`config.mk`:
```
export PLATFORM = sky130hd
export DESIGN_NAME = vt_field_gen
export DESIGN_NICKNAME = d
export VERILOG_FILES = /design/src/rtl/vt_pkg.sv /design/src/rtl/vt_cfg_sel.sv /design/src/rtl/vt_line_cnt.sv /design/src/rtl/vt_vflag.sv /design/src/rtl/vt_field_gen.sv
export SDC_FILE = /design/constraint.sdc
export NUM_CORES = 1
export LEC_CHECK = 0
export BUFFER_PORTS_ARGS = -buffer_cell sky130_fd_sc_hd__buf_4
export CORE_MARGIN = 2
export CORE_UTILIZATION = 38
export DETAILED_ROUTE_END_ITERATION = 10
export PLACE_DENSITY_LB_ADDON = 0.08
export SETUP_SLACK_MARGIN = 0.3
export SYNTH_ARGS = -nofsm -noshare
export SYNTH_HDL_FRONTEND = slang
export SYNTH_SLANG_ARGS = --single-unit
```
`constraint.sdc`:
```
create_clock -name clk -period 5.4 [get_ports clk]
set_input_delay 0.27 -clock clk [delete_from_list [all_inputs] [get_ports clk]]
set_output_delay 0.27 -clock clk [all_outputs]
set_load 0.05 [all_outputs]
```
`src/rtl/vt_pkg.sv`:
```
`timescale 1ns/1ps
package vt_pkg;
    parameter int HL_W = 10;  // half-line position width
    parameter int LN_W = 9;   // line count width
    parameter int EQ_W = 4;   // equalization/serration length width
    parameter int VD_W = 4;   // V delay width
    parameter int VC_W = VD_W + 2; // V delay counter width (half-lines)

    typedef enum logic [1:0] {
        STD_525  = 2'd0,
        STD_625  = 2'd1,
        STD_PROG = 2'd2
    } std_e;

    typedef enum logic [2:0] {
        RG_PREEQ  = 3'd0,
        RG_SERR   = 3'd1,
        RG_POSTEQ = 3'd2,
        RG_BLANK  = 3'd3,
        RG_ACTIVE = 3'd4,
        RG_POST   = 3'd5
    } region_e;

    typedef struct packed {
        logic [EQ_W-1:0] pre_hl;
        logic [EQ_W-1:0] ser_hl;
        logic [EQ_W-1:0] post_hl;
        logic [LN_W-1:0] blank_ln;
        logic [HL_W-1:0] field_hl;
        logic [LN_W-1:0] main_even;
        logic [LN_W-1:0] main_odd;
        logic [VD_W-1:0] vdly;
    } vcfg_t;

    // Choose the preset lengths or the programmed ones; V delay always programmed.
    function automatic vcfg_t pick_cfg(input logic [1:0] sel, input vcfg_t prog);
        vcfg_t r;
        r = prog;
        if (sel == STD_525) begin
            r.pre_hl    = EQ_W'(6);
            r.ser_hl    = EQ_W'(6);
            r.post_hl   = EQ_W'(6);
            r.blank_ln  = LN_W'(21);
            r.field_hl  = HL_W'(525);
            r.main_even = LN_W'(240);
            r.main_odd  = LN_W'(241);
        end else if (sel == STD_625) begin
            r.pre_hl    = EQ_W'(5);
            r.ser_hl    = EQ_W'(5);
            r.post_hl   = EQ_W'(5);
            r.blank_ln  = LN_W'(25);
            r.field_hl  = HL_W'(625);
            r.main_even = LN_W'(287);
            r.main_odd  = LN_W'(287);
        end
        return r;
    endfunction
endpackage

```
`src/rtl/vt_cfg_sel.sv`:
```
`timescale 1ns/1ps
module vt_cfg_sel
    import vt_pkg::*;
(
    input  logic        clk,
    input  logic        rst,
    input  logic        fstart,
    input  logic [1:0]  std_sel,
    input  vcfg_t       prog,
    output vcfg_t       cfg
);
    always_ff @(posedge clk) begin
        if (rst || fstart) begin
            cfg <= pick_cfg(std_sel, prog);
        end
    end

    AST_CFG_HELD_MIDFIELD: assert property (@(posedge clk) disable iff (rst)
        !fstart |=> $stable(cfg));
endmodule

```
`src/rtl/vt_line_cnt.sv`:
```
`timescale 1ns/1ps
module vt_line_cnt
    import vt_pkg::*;
(
    input  logic    clk,
    input  logic    rst,
    input  logic    adv,
    input  logic    slave,
    input  logic    ext_fs,
    input  vcfg_t   cfg,
    output region_e region,
    output logic    vblank,
    output logic    field_odd,
    output logic    fstart,
    output logic    main_begin,
    output logic    main_end
);
    localparam int BW = HL_W + 1;

    logic [HL_W-1:0] h, h_nx;
    logic [LN_W-1:0] mlen;
    logic [BW-1:0]   b_ser, b_post, b_blank, b_main, b_end, h_w, hn_w;
    logic            last, step;

    always_comb begin
        mlen    = field_odd ? cfg.main_odd : cfg.main_even;
        b_ser   = BW'(cfg.pre_hl);
        b_post  = b_ser + BW'(cfg.ser_hl);
        b_blank = b_post + BW'(cfg.post_hl);
        b_main  = BW'({cfg.blank_ln, 1'b0});
        b_end   = b_main + BW'({mlen, 1'b0});
        h_w     = BW'(h);
        last    = (h_w + 1'b1) >= BW'(cfg.field_hl);
        fstart  = slave ? ext_fs : (adv && last);
        step    = fstart || (adv && !last);
        if (fstart)    h_nx = '0;
        else if (step) h_nx = h + 1'b1;
        else           h_nx = h;
        hn_w       = BW'(h_nx);
        main_begin = step && (hn_w == b_main);
        main_end   = step && (hn_w == b_end);

        if (h_w < b_ser)        region = RG_PREEQ;
        else if (h_w < b_post)  region = RG_SERR;
        else if (h_w < b_blank) region = RG_POSTEQ;
        else if (h_w < b_main)  region = RG_BLANK;
        else if (h_w < b_end)   region = RG_ACTIVE;
        else                    region = RG_POST;
        vblank = h_w < b_main;
    end

    always_ff @(posedge clk) begin
        if (rst) begin
            h         <= '0;
            field_odd <= 1'b0;
        end else begin
            h <= h_nx;
            if (fstart) field_odd <= ~field_odd;
        end
    end

    AST_ONE_STEP: assert property (@(posedge clk) disable iff (rst)
        adv && !last && !(slave && ext_fs) |=> h == $past(h) + 1'b1);
    AST_MASTER_WRAP: assert property (@(posedge clk) disable iff (rst)
        !slave && adv && last |=> (h == '0) && (field_odd != $past(field_odd)));
    AST_EXT_RESTART: assert property (@(posedge clk) disable iff (rst)
        slave && ext_fs |=> (h == '0) && (field_odd != $past(field_odd)));
    AST_SLAVE_HOLD: assert property (@(posedge clk) disable iff (rst)
        slave && !ext_fs && last |=> $stable(h));
    AST_MASTER_EXT_IGNORED: assert property (@(posedge clk) disable iff (rst)
        !slave && ext_fs && !adv |=> $stable(h) && $stable(field_odd));
endmodule

```
`src/rtl/vt_vflag.sv`:
```
`timescale 1ns/1ps
module vt_vflag
    import vt_pkg::*;
(
    input  logic            clk,
    input  logic            rst,
    input  logic            adv,
    input  logic            main_begin,
    input  logic            main_end,
    input  logic            field_odd,
    input  logic [VD_W-1:0] vdly,
    output logic            vflag
);
    logic            vrun;
    logic [VC_W-1:0] vcnt, vtgt;
    logic [VD_W:0]   lines;

    always_comb begin
        lines = {1'b0, vdly} + {{VD_W{1'b0}}, field_odd};
        vflag = vrun && (vcnt >= vtgt);
    end

    always_ff @(posedge clk) begin
        if (rst) begin
            vrun <= 1'b0;
            vcnt <= '0;
            vtgt <= '0;
        end else if (main_begin) begin
            vrun <= 1'b0;
        end else if (main_end) begin
            vrun <= 1'b1;
            vcnt <= '0;
            vtgt <= VC_W'({lines, 1'b0});
        end else if (vrun && adv && (vcnt != {VC_W{1'b1}})) begin
            vcnt <= vcnt + 1'b1;
        end
    end

    AST_ZERO_DELAY_EVEN: assert property (@(posedge clk) disable iff (rst)
        main_end && !main_begin && (vdly == '0) && !field_odd |=> vflag);
    AST_CLEAR_AT_MAIN: assert property (@(posedge clk) disable iff (rst)
        main_begin |=> !vflag);
endmodule

```
`src/rtl/vt_field_gen.sv`:
```
`timescale 1ns/1ps
module vt_field_gen
    import vt_pkg::*;
(
    input  logic            clk,
    input  logic            rst,
    input  logic            i_line_stb,
    input  logic            i_half_stb,
    input  logic [1:0]      i_std_sel,
    input  logic [EQ_W-1:0] i_pre_hl,
    input  logic [EQ_W-1:0] i_ser_hl,
    input  logic [EQ_W-1:0] i_post_hl,
    input  logic [LN_W-1:0] i_blank_ln,
    input  logic [HL_W-1:0] i_field_hl,
    input  logic [LN_W-1:0] i_main_even,
    input  logic [LN_W-1:0] i_main_odd,
    input  logic [VD_W-1:0] i_vdly,
    input  logic            i_slave,
    input  logic            i_ext_fstart,
    output logic [2:0]      o_region,
    output logic            o_vblank,
    output logic            o_field_odd,
    output logic            o_vflag
);
    vcfg_t   prog, cfg;
    region_e region;
    logic    adv, fstart, main_begin, main_end;

    always_comb begin
        adv            = i_line_stb | i_half_stb;
        prog.pre_hl    = i_pre_hl;
        prog.ser_hl    = i_ser_hl;
        prog.post_hl   = i_post_hl;
        prog.blank_ln  = i_blank_ln;
        prog.field_hl  = i_field_hl;
        prog.main_even = i_main_even;
        prog.main_odd  = i_main_odd;
        prog.vdly      = i_vdly;
        o_region       = region;
    end

    vt_cfg_sel u_cfg (
        .clk(clk), .rst(rst), .fstart(fstart), .std_sel(i_std_sel),
        .prog(prog), .cfg(cfg)
    );

    vt_line_cnt u_cnt (
        .clk(clk), .rst(rst), .adv(adv), .slave(i_slave), .ext_fs(i_ext_fstart),
        .cfg(cfg), .region(region), .vblank(o_vblank), .field_odd(o_field_odd),
        .fstart(fstart), .main_begin(main_begin), .main_end(main_end)
    );

    vt_vflag u_vf (
        .clk(clk), .rst(rst), .adv(adv), .main_begin(main_begin), .main_end(main_end),
        .field_odd(o_field_odd), .vdly(cfg.vdly), .vflag(o_vflag)
    );

    AST_NO_V_IN_MAIN: assert property (@(posedge clk) disable iff (rst)
        (o_region == RG_ACTIVE) |-> !o_vflag);
    AST_REGION_LEGAL: assert property (@(posedge clk) disable iff (rst)
        o_region <= RG_POST);
endmodule

```
==> results.sh, run 1 <==
export IMPL_track_usage_pct=20.0
export IMPL_leakagePower_nw=3.13
export IMPL_skew_ns=0.00880
export IMPL_cts_buffers=9
export IMPL_clk_latency_ns=0.35
export IMPL_r2r_start="u_cnt.h[0]$_SDFF_PP0_"
export IMPL_syn_inst=614
export IMPL_cts_hold_repair_buffers=0
export IMPL_post_cts_resized=0
export IMPL_rows=45
export IMPL_p_per_area_nw_per_um2=255
export IMPL_cap_violations=0
export IMPL_r2r_cells=18
export IMPL_dp_hpwl_mm=12.3
export IMPL_vias=4680
export IMPL_cts_sink_count=76
export IMPL_synth_xor_area_share_pct=4.57
export IMPL_die_h_um=128
export IMPL_worst_setup_path_type="reg2reg"
export IMPL_setup_worst_path_end_class="flop"
export IMPL_post_route_period_util_pct=86.8
export IMPL_gr_total_overflow=0
export IMPL_cp_max_fo=12
export IMPL_drtAntennaViolNets=0
export IMPL_viasPerCell=5.35
export IMPL_syn_nets=742
export IMPL_ys_seq_area_share_pct=35.0
export IMPL_arrival_ns=4.96
export IMPL_h_tree_depth=3
export IMPL_rsz0062_at_grt="no"
export IMPL_critPathLaunchType="flop"
export IMPL_drc=0
export IMPL_multiInputGateArea_sq_um=3470
export IMPL_synth_edf_count=53
export IMPL_initial_utilization_pct=38.7
export IMPL_dp_cells=858
export IMPL_synthArstFlopShare_pct=0
export IMPL_tns_ns=0
export IMPL_syn_cell_area_sq_um=5860
export IMPL_slew_headroom_pct=43.7
export IMPL_drive_gt1_share_pct=18.1
export IMPL_synth_top_family_by_area="simple AND/OR/NAND/NOR gates"
export IMPL_dr_pass1_iters=5
export IMPL_ir_drop_uv=148
export IMPL_synth_adder_area_share_pct=14.7
export IMPL_whs_ns=0.101
export IMPL_avgSynthCellArea_sq_um=9.54
export IMPL_worstReg2RegEnd="u_vf.vcnt[4]$_SDFFE_PP0P_"
export IMPL_die_area_sq_um=16400
export IMPL_ys_warn_count=0
export IMPL_synth_seq_cells=76
export IMPL_io_pins=67
export IMPL_grt_pass1_vias=4646
export IMPL_cts_setup_buffers=0
export IMPL_antenna_found_initial=0
export IMPL_min_to="u_cfg.cfg[3]$_DFFE_PP_"
export IMPL_nets=809
export IMPL_fin_cells=874
export IMPL_status="complete, no violations"
export IMPL_cp_required_ns=5.67
export IMPL_critPathBufInv=3
export IMPL_cts_clk_slew_worst_paths_ns=0.06
export IMPL_synth_cell_types=77
export IMPL_grt_pass1_wl_mm=24.8
export IMPL_synth_simple_area_share_pct=20.4
export IMPL_slowest_stage="dfxtp_1"
export IMPL_fin_util_pct=45.1
export IMPL_max_slew_worst_pin_slew_ns=0.842
export IMPL_ys_flop_type="edfxtp_1"
export IMPL_area_growth_synth_to_final_pct=16.7
export IMPL_grt_max_degree=52
export IMPL_ff_latch_area_sq_um=2050
export IMPL_finalMaxSlewViolations=0
export IMPL_num_fill_cells=1476
export IMPL_core_area_sq_um=15100
export IMPL_gp_congestion=0.927
export IMPL_hold_class="in2reg"
export IMPL_hold_depth=1
export IMPL_first_iter_violations=237
export IMPL_reg2reg_slack_ns=0.71
export IMPL_hold_viol=0
export IMPL_cts_tree="built"
export IMPL_crit_path_frequent_cell="buf_4"
export IMPL_cpPeakStageDelay_ns=0.52
export IMPL_synth_mux_area_share_pct=2.07
export IMPL_cp_top_family="simple AND/OR/NAND/NOR gates"
export IMPL_synth_compound_area_share_pct=17.3
export IMPL_hold_path_startpoint="i_vdly[3]"
export IMPL_setup_violations=0
export IMPL_post_route_min_period_ns=4.69
export IMPL_cts_root_buf="clkbuf_16"
export IMPL_maxClockFrequency_mhz=213
export IMPL_dieWidth_um=128
export IMPL_diodes=0
export IMPL_numPortBuffers=66
export IMPL_finalPower_mw=1.74
export IMPL_wire_per_inst_um=17.7
export IMPL_wl_mm=15.5
export IMPL_cts_max_path_buffers=2
export IMPL_path_cells="ha_1 -> buf_4 -> nand4_1 -> nor2_2 -> xor2_1 -> ha_1 -> a21o_1 -> and2_1 -> a211oi_2 -> a31oi_4 -> buf_4 -> a21oi_1 -> xnor2_1 -> nor3_2 -> nand4_2 -> buf_4 -> or4bb_1 -> a31oi_1"
-- routing by layer --
metal	wire, um	global-route usage [%]	up-vias
met5	0	0	-
met4	273	7.82	0
met3	629	2.59	18
met2	7010	31.1	109
met1	7590	28.3	2190
li1	-	-	2363
-- registers in the layout (all words and copies together), names as in the netlist --
name and count:
u_cfg.cfg 53, u_vf.vcnt 6, u_cnt.h 10, u_vf.vtgt 5
u_vf.vrun 1, u_cnt.field_odd 1
-- cell families (layout without fill, tap and decap cells) --
family / after synthesis / in the layout
AND/OR/NAND/NOR: 218 / 218
adder cells (fa/ha/maj): 67 / 67
multiplexers: 11 / 11
flip-flops: 76 / 76
XOR/XNOR: 29 / 29
buffers and inverters: 75 / 147
AO/OA/AOI/OAI: 138 / 138
-- layout by cell type, fill, tap and decap left out, drive strengths merged, types with 5 or more instances in the layout --
cell type  instances
o21a               5
a21o              30
clkbuf            11
dfxtp             23
nor2              34
xor2              18
a211oi             9
or3                8
nand2             61
nor4               5
nor3              11
and2              15
mux2               9
nand3             18
a21oi             27
a31oi              9
edfxtp            53
inv               50
and3               8
nand4             10
xnor2             10
o21ai             21
ha                64
nand2b            20
or4                5
buf               81
nor2b              7
-- cell usage after synthesis, types with 4 or more instances --
cell	number	share of area (%)
nand4_1	9	0.96
xnor2_1	10	1.5
o21bai_1	4	0.51
nor4_1	4	0.43
edfxtp_1	53	27
and3_1	7	0.75
or4bb_1	4	0.77
mux2_2	9	1.7
a31oi_1	7	0.75
buf_6	7	1.3
xor2_1	18	2.7
nand3_1	17	1.5
nor3_1	10	0.85
a211oi_1	6	0.77
ha_1	64	14
nor2_1	33	2.1
a21oi_1	25	2.1
or4_1	4	0.51
inv_1	50	3.2
clkbuf_1	13	0.83
a21o_1	30	3.8
nor2b_1	7	0.75
nand2_1	61	3.9
dfxtp_1	23	7.9
o21ai_0	20	1.7
and2_1	13	1.4
o21a_1	5	0.64
o21ba_1	4	0.68
nand2b_1	20	2.1
or3_1	7	0.75
-- cell type report --
cell class	count	share of cell area (%)
clock inverter	5	0.787
timing repair buffer	81	8.90
inverter	50	2.75
clock buffer	11	3.40
sequential	76	30.0
multi-input combinational	463	50.7
tap	188	3.44
-- through the flow --
stage | worst slack (ns) | area, sq um
floorplan | 0.745 | 5860
global placement | 0.606 | 6550
detailed placement | 0.532 | 6550
CTS | 0.508 | 6830
global route | 0.362 | 6840
finish | 0.712 | 6840
-- power by group --
group	leakage [nW]	internal [mW]	switching, mW
combinational	2.29	0.202	0.259
clock	0.133	0.356	0.234
sequential	0.711	0.665	0.0256
-- how the worst max path moves through the flow --
stage | slack [ns] | startpoint | cells past startpoint | endpoint
2_1_floorplan | 0.75 | u_cnt.h[0]$_SDFF_PP0_ | 14 | u_cfg.cfg[0]$_DFFE_PP_
6_report | 0.71 | u_cnt.h[0]$_SDFF_PP0_ | 18 | u_vf.vcnt[4]$_SDFFE_PP0P_
5_1_grt | 0.36 | u_cnt.h[1]$_SDFF_PP0_ | 17 | u_vf.vcnt[3]$_SDFFE_PP0P_
3_5_place_dp | 0.53 | u_cnt.h[1]$_SDFF_PP0_ | 17 | u_vf.vtgt[3]$_SDFFE_PP0P_
3_3_place_gp | 0.61 | u_cnt.h[0]$_SDFF_PP0_ | 17 | u_vf.vtgt[2]$_SDFFE_PP0P_
4_1_cts | 0.51 | u_cnt.h[1]$_SDFF_PP0_ | 17 | u_vf.vcnt[5]$_SDFFE_PP0P_
Power figures use the tool's default switching activity.
==> run 2: changes to the inputs <==
--- a/config.mk
+++ b/config.mk
@@ -8,6 +8,7 @@
 export BUFFER_PORTS_ARGS = -buffer_cell sky130_fd_sc_hd__buf_4
 export CORE_MARGIN = 2
 export CORE_UTILIZATION = 38
+export CTS_BUF_LIST = sky130_fd_sc_hd__clkbuf_2 sky130_fd_sc_hd__clkbuf_4 sky130_fd_sc_hd__clkbuf_8
 export DETAILED_ROUTE_END_ITERATION = 10
 export PLACE_DENSITY_LB_ADDON = 0.08
 export SETUP_SLACK_MARGIN = 0.3
==> run 2 against run 1 <==
Effect of this change: die area did not move; final cell count did not move; via count rose by 0.92%; critical path type unchanged.
==> results.sh, run 2 (synthesis results as in run 1) <==
export IMPL_r2r_start="u_cnt.h[1]$_SDFF_PP0_"
export IMPL_final_cell_mix="buf_4 (81), ha_1 (64), nand2_1 (61)"
export IMPL_maxClockFrequency_mhz=211
export IMPL_critPathLaunchType="flop"
export IMPL_arrival_ns=5.04
export IMPL_cp_required_ns=5.70
export IMPL_dieWidth_um=128
export IMPL_min_to="u_cfg.cfg[3]$_DFFE_PP_"
export IMPL_grt_pass1_wl_mm=24.8
export IMPL_cts_hold_repair_buffers=0
export IMPL_cts_tree="built"
export IMPL_reg_top3="u_cfg.cfg x53, u_cnt.h x10, u_vf.vcnt x6"
export IMPL_p_int_mw=1.09
export IMPL_drc=0
export IMPL_final_common_cell="buf_4"
export IMPL_m1WireLength_mm=7.63
export IMPL_cp_top_family="simple AND/OR/NAND/NOR gates"
export IMPL_largest_reg_flops=53
export IMPL_grt_pass1_vias=4633
export IMPL_placed_area_sq_um=6550
export IMPL_clkPwrFrac_pct=27.4
export IMPL_worst_setup_path_type="reg2reg"
export IMPL_combPwrFrac_pct=29.2
export IMPL_area_growth_synth_to_final_pct=15.1
export IMPL_stdcell_area_sq_um=6740
export IMPL_p_per_area_nw_per_um2=236
export IMPL_ir_drop_uv=131
export IMPL_numPortBuffers=66
export IMPL_io_pins=67
export IMPL_dr_pass1_iters=5
export IMPL_hold_path_startpoint="i_vdly[3]"
export IMPL_finalMaxSlewViolations=0
export IMPL_finalPower_mw=1.59
export IMPL_rows=45
export IMPL_worstReg2RegEnd="u_vf.vcnt[4]$_SDFFE_PP0P_"
export IMPL_cts_max_path_buffers=2
export IMPL_wire_per_inst_um=17.8
export IMPL_dr_wl_met3_um=688
export IMPL_die_h_um=128
export IMPL_cp_max_fo=12
export IMPL_hold_class="in2reg"
export IMPL_top_layer="met4"
export IMPL_clk_latency_ns=0.37
export IMPL_antenna_found_initial=0
export IMPL_critPathBufInv=2
export IMPL_cts_setup_buffers=0
export IMPL_slowest_stage="dfxtp_1"
export IMPL_wl_mm=15.6
export IMPL_max_slew_worst_pin_slew_ns=0.838
export IMPL_p_seq_share_pct=43.4
export IMPL_switchingPower_uw=501
export IMPL_cts_root_buf="clkbuf_8"
export IMPL_fin_util_pct=44.5
export IMPL_tns_ns=0
export IMPL_setup_violations=0
export IMPL_drive_gt1_share_pct=18.4
export IMPL_dr_wl_met2_mm=6.89
export IMPL_post_route_min_period_ns=4.73
export IMPL_cts_sink_count=76
export IMPL_drtAntennaViolNets=0
export IMPL_track_usage_pct=20.0
export IMPL_status="complete, no violations"
export IMPL_first_iter_violations=251
export IMPL_gp_congestion=0.927
export IMPL_gr_total_overflow=0
export IMPL_rsz0062_at_grt="no"
export IMPL_setup_worst_path_end_class="flop"
export IMPL_viasPerCell=5.40
export IMPL_die_area_sq_um=16400
export IMPL_grt_max_degree=52
export IMPL_crit_path_frequent_cell="ha_1"
export IMPL_initial_utilization_pct=38.7
export IMPL_h_tree_depth=3
export IMPL_whs_ns=0.0707
export IMPL_r2r_cells=17
export IMPL_leakagePower_nw=3.09
export IMPL_reg2reg_slack_ns=0.67
export IMPL_cap_violations=0
export IMPL_dp_hpwl_mm=12.3
export IMPL_nets=809
export IMPL_core_area_sq_um=15100
export IMPL_slew_headroom_pct=43.9
export IMPL_cpPeakStageDelay_ns=0.52
export IMPL_skew_ns=0.0138
export IMPL_cts_buffers=9
export IMPL_post_route_period_util_pct=87.7
export IMPL_vias=4723
export IMPL_hold_viol=0
export IMPL_path_cells="ha_1 -> and4_4 -> nand2_1 -> xor2_1 -> inv_1 -> ha_1 -> nand4_1 -> a21oi_2 -> o31a_1 -> nor2_2 -> and3_1 -> o311ai_1 -> o211ai_1 -> nand4_2 -> buf_4 -> or4bb_1 -> a31oi_1"
export IMPL_switching_share_pct=31.5
export IMPL_hold_depth=1
export IMPL_cts_clk_slew_worst_paths_ns=0.08
export IMPL_diodes=0
export IMPL_top_register="u_cfg.cfg"
==> run 2: cell counts in the layout (fill, tap and decap cells not counted) <==
Identical to the previous run, type by type.
==> run 2: worst max path at each step <==
stage	from	to	cells past startpoint
global route	u_cnt.h[1]$_SDFF_PP0_	u_vf.vcnt[3]$_SDFFE_PP0P_	17
CTS	u_cnt.h[1]$_SDFF_PP0_	u_vf.vcnt[5]$_SDFFE_PP0P_	17
floorplan	u_cnt.h[0]$_SDFF_PP0_	u_cfg.cfg[0]$_DFFE_PP_	14
global placement	u_cnt.h[0]$_SDFF_PP0_	u_vf.vtgt[2]$_SDFFE_PP0P_	17
detailed placement	u_cnt.h[1]$_SDFF_PP0_	u_vf.vtgt[3]$_SDFFE_PP0P_	17
finish	u_cnt.h[1]$_SDFF_PP0_	u_vf.vcnt[4]$_SDFFE_PP0P_	17
==> run 2: per-layer routing <==
metal / up-vias / global-route usage [%]
met5: - / 0
met1: 2209 / 28.1
met3: 31 / 2.88
met2: 121 / 31.0
li1: 2362 / -
met4: 0 / 7.69
==> run 2: metrics by stage <==
| step | instances | worst slack [ns] |
|---|---|---|
| after floorplan | 614 | 0.745 |
| after global placement | 858 | 0.606 |
| after detailed placement | 858 | 0.532 |
| after CTS | 874 | 0.509 |
| after global routing | 874 | 0.363 |
| final | 874 | 0.665 |
==> run 2: power groups by stage <==
stage / sequential [mW] / clock [mW] / combinational (mW)
finish: 0.690 / 0.436 / 0.463
global route: 0.694 / 0.474 / 0.519
CTS: 0.690 / 0.452 / 0.465
detailed placement: 0.703 / 0 / 0.461
global placement: 0.702 / 0 / 0.456
floorplan: 0.694 / 0 / 0.318
==> run 2: worst register-to-register path, cell delays in order, from the launching register on <==
cell and delay (ns):
dfxtp_1 0.52, ha_1 0.25, and4_4 0.25, nand2_1 0.09
xor2_1 0.25, inv_1 0.09, ha_1 0.30, nand4_1 0.16
a21oi_2 0.22, o31a_1 0.47, nor2_2 0.23, and3_1 0.23
o311ai_1 0.38, o211ai_1 0.17, nand4_2 0.22, buf_4 0.20
or4bb_1 0.49, a31oi_1 0.16
==> run 2: layout make-up <==
class                   count  area (sq um)
flip-flops and latches     76          2050
fillers                  1488          8400
inverters                  50           188
repair buffers             81           608
clock inverters             5          53.8
multi-input cells         463          3470
well taps                 188           235
clock buffers              11           139
==> run 2: what timing repair did <==
action / 4_1_cts / 5_1_grt
resized for setup: 0 / 1
hold endpoints to repair: 0 / 0
endpoints found under the setup margin: 0 / 11
==> run 3: changes to the inputs <==
--- a/config.mk
+++ b/config.mk
@@ -8,7 +8,7 @@
 export BUFFER_PORTS_ARGS = -buffer_cell sky130_fd_sc_hd__buf_4
 export CORE_MARGIN = 2
 export CORE_UTILIZATION = 38
-export CTS_BUF_LIST = sky130_fd_sc_hd__clkbuf_2 sky130_fd_sc_hd__clkbuf_4 sky130_fd_sc_hd__clkbuf_8
+export CTS_BUF_LIST = sky130_fd_sc_hd__clkbuf_4 sky130_fd_sc_hd__clkbuf_8 sky130_fd_sc_hd__clkbuf_16
 export DETAILED_ROUTE_END_ITERATION = 10
 export PLACE_DENSITY_LB_ADDON = 0.08
 export SETUP_SLACK_MARGIN = 0.3
==> constraint.sdc (replaced) <==
create_clock -name clk -period 5.4 [get_ports clk]
set_input_delay 0.27 -clock clk [delete_from_list [all_inputs] [get_ports clk]]
set_output_delay 0.27 -clock clk [all_outputs]
set_load 0.02 [all_outputs]
==> run 3 against run 2 <==
Effect of this change: utilization rose by 0.67 points; setup slack improved by 0.049 ns; final cell count did not move; combinational power fell by 1%; die area did not move; via count fell by 0.76%; clock skew fell by 0.0054 ns; first-iteration DRC count fell by 5.6%; critical endpoint unchanged; largest power group unchanged; highest routed layer unchanged.
==> results.sh, run 3 (synthesis results as in run 1) <==
export IMPL_status="complete, no violations"
export IMPL_h_tree_depth=3
export IMPL_dr_pass1_iters=5
export IMPL_cts_root_buf="clkbuf_16"
export IMPL_largest_reg_flops=53
export IMPL_hold_path_startpoint="i_vdly[3]"
export IMPL_clk_latency_ns=0.35
export IMPL_hold_class="in2reg"
export IMPL_leakagePower_nw=3.14
export IMPL_nets=809
export IMPL_initial_utilization_pct=38.7
export IMPL_cap_violations=0
export IMPL_grt_pass1_vias=4646
export IMPL_reg_top3="u_cfg.cfg x53, u_cnt.h x10, u_vf.vcnt x6"
export IMPL_dp_hpwl_mm=12.3
export IMPL_gr_total_overflow=0
export IMPL_cts_clk_slew_worst_paths_ns=0.06
export IMPL_path_cells="ha_1 -> buf_4 -> nand4_1 -> nor2_2 -> xor2_1 -> ha_1 -> a21o_1 -> and2_1 -> a211oi_2 -> a31oi_4 -> buf_4 -> a21oi_1 -> xnor2_1 -> nor3_2 -> nand4_2 -> buf_4 -> or4bb_1 -> a31oi_1"
export IMPL_wl_mm=15.5
export IMPL_first_iter_violations=237
export IMPL_tns_ns=0
export IMPL_max_slew_worst_pin_slew_ns=0.846
export IMPL_final_cell_mix="buf_4 (81), ha_1 (64), nand2_1 (61)"
export IMPL_hold_depth=1
export IMPL_core_area_sq_um=15100
export IMPL_slew_headroom_pct=43.4
export IMPL_wire_per_inst_um=17.7
export IMPL_cts_max_path_buffers=2
export IMPL_r2r_cells=18
export IMPL_viasPerCell=5.36
export IMPL_antenna_found_initial=0
export IMPL_setup_violations=0
export IMPL_hold_viol=0
export IMPL_drive_gt1_share_pct=18.4
export IMPL_drc=0
export IMPL_r2r_start="u_cnt.h[0]$_SDFF_PP0_"
export IMPL_num_fill_cells=1475
export IMPL_ir_drop_uv=148
export IMPL_track_usage_pct=20.0
export IMPL_critPathBufInv=3
export IMPL_vias=4687
export IMPL_rows=45
export IMPL_grt_pass1_wl_mm=24.8
export IMPL_min_to="u_cfg.cfg[3]$_DFFE_PP_"
export IMPL_post_route_min_period_ns=4.69
export IMPL_die_h_um=128
export IMPL_cp_required_ns=5.67
export IMPL_finalPower_mw=1.75
export IMPL_final_common_cell="buf_4"
export IMPL_cp_max_fo=12
export IMPL_top_register="u_cfg.cfg"
export IMPL_whs_ns=0.101
export IMPL_cpPeakStageDelay_ns=0.52
export IMPL_finalMaxSlewViolations=0
export IMPL_p_per_area_nw_per_um2=255
export IMPL_gp_congestion=0.927
export IMPL_grt_max_degree=52
export IMPL_cts_hold_repair_buffers=0
export IMPL_setup_worst_path_end_class="flop"
export IMPL_arrival_ns=4.96
export IMPL_worst_setup_path_type="reg2reg"
export IMPL_diodes=0
export IMPL_post_route_period_util_pct=86.8
export IMPL_skew_ns=0.00847
export IMPL_dieWidth_um=128
export IMPL_cts_tree="built"
export IMPL_crit_path_frequent_cell="buf_4"
export IMPL_io_pins=67
export IMPL_ff_latch_area_sq_um=2050
export IMPL_area_growth_synth_to_final_pct=16.8
export IMPL_cts_sink_count=76
export IMPL_cts_buffers=9
export IMPL_cp_top_family="simple AND/OR/NAND/NOR gates"
export IMPL_maxClockFrequency_mhz=213
export IMPL_worstReg2RegEnd="u_vf.vcnt[4]$_SDFFE_PP0P_"
export IMPL_rsz0062_at_grt="no"
export IMPL_placed_area_sq_um=6550
export IMPL_numPortBuffers=66
export IMPL_multiInputGateArea_sq_um=3470
export IMPL_reg2reg_slack_ns=0.71
export IMPL_critPathLaunchType="flop"
export IMPL_die_area_sq_um=16400
export IMPL_slowest_stage="dfxtp_1"
export IMPL_stdcell_area_sq_um=6840
export IMPL_drtAntennaViolNets=0
## run 3: final cells by class
class | instances | share of cell area (%)
multi-input cells | 463 | 50.6
flip-flops and latches | 76 | 30.0
repair buffers | 81 | 8.89
clock buffers | 11 | 3.51
well taps | 188 | 3.44
inverters | 50 | 2.74
clock inverters | 5 | 0.786
## run 3: through the flow
stage                     worst slack (ns)  util [%]  cells
after floorplan                      0.745         -    614
after global placement               0.606      43.2    858
after detailed placement             0.532      43.2    858
after CTS                            0.508      45.2    874
after global routing                 0.362      45.2    874
final                                0.714      45.2    874
## run 3: what timing repair did
item,CTS,global route
gates resized for setup,0,1
buffers inserted,0,0
setup endpoints to repair,0,11
## run 3: how the worst max path moves through the flow
stage | startpoint | end | slack (ns) | cells after the start
final | u_cnt.h[0]$_SDFF_PP0_ | u_vf.vcnt[4]$_SDFFE_PP0P_ | 0.71 | 18
after global routing | u_cnt.h[1]$_SDFF_PP0_ | u_vf.vcnt[3]$_SDFFE_PP0P_ | 0.36 | 17
after CTS | u_cnt.h[1]$_SDFF_PP0_ | u_vf.vcnt[5]$_SDFFE_PP0P_ | 0.51 | 17
after detailed placement | u_cnt.h[1]$_SDFF_PP0_ | u_vf.vtgt[3]$_SDFFE_PP0P_ | 0.53 | 17
after global placement | u_cnt.h[0]$_SDFF_PP0_ | u_vf.vtgt[2]$_SDFFE_PP0P_ | 0.61 | 17
after floorplan | u_cnt.h[0]$_SDFF_PP0_ | u_cfg.cfg[0]$_DFFE_PP_ | 0.75 | 14
## run 3: layer usage
layer,vias to the layer above,GRT usage (%),share of wire (%)
met4,0,7.82,1.8
met5,-,0,0
met3,19,2.59,4.1
met2,109,31.1,45
met1,2196,28.3,49
li1,2363,-,-
## run 3: power breakdown
part	internal (mW)	leakage (nW)	switching, mW
clock	0.366	0.140	0.233
combinational	0.202	2.29	0.256
sequential	0.665	0.711	0.0257
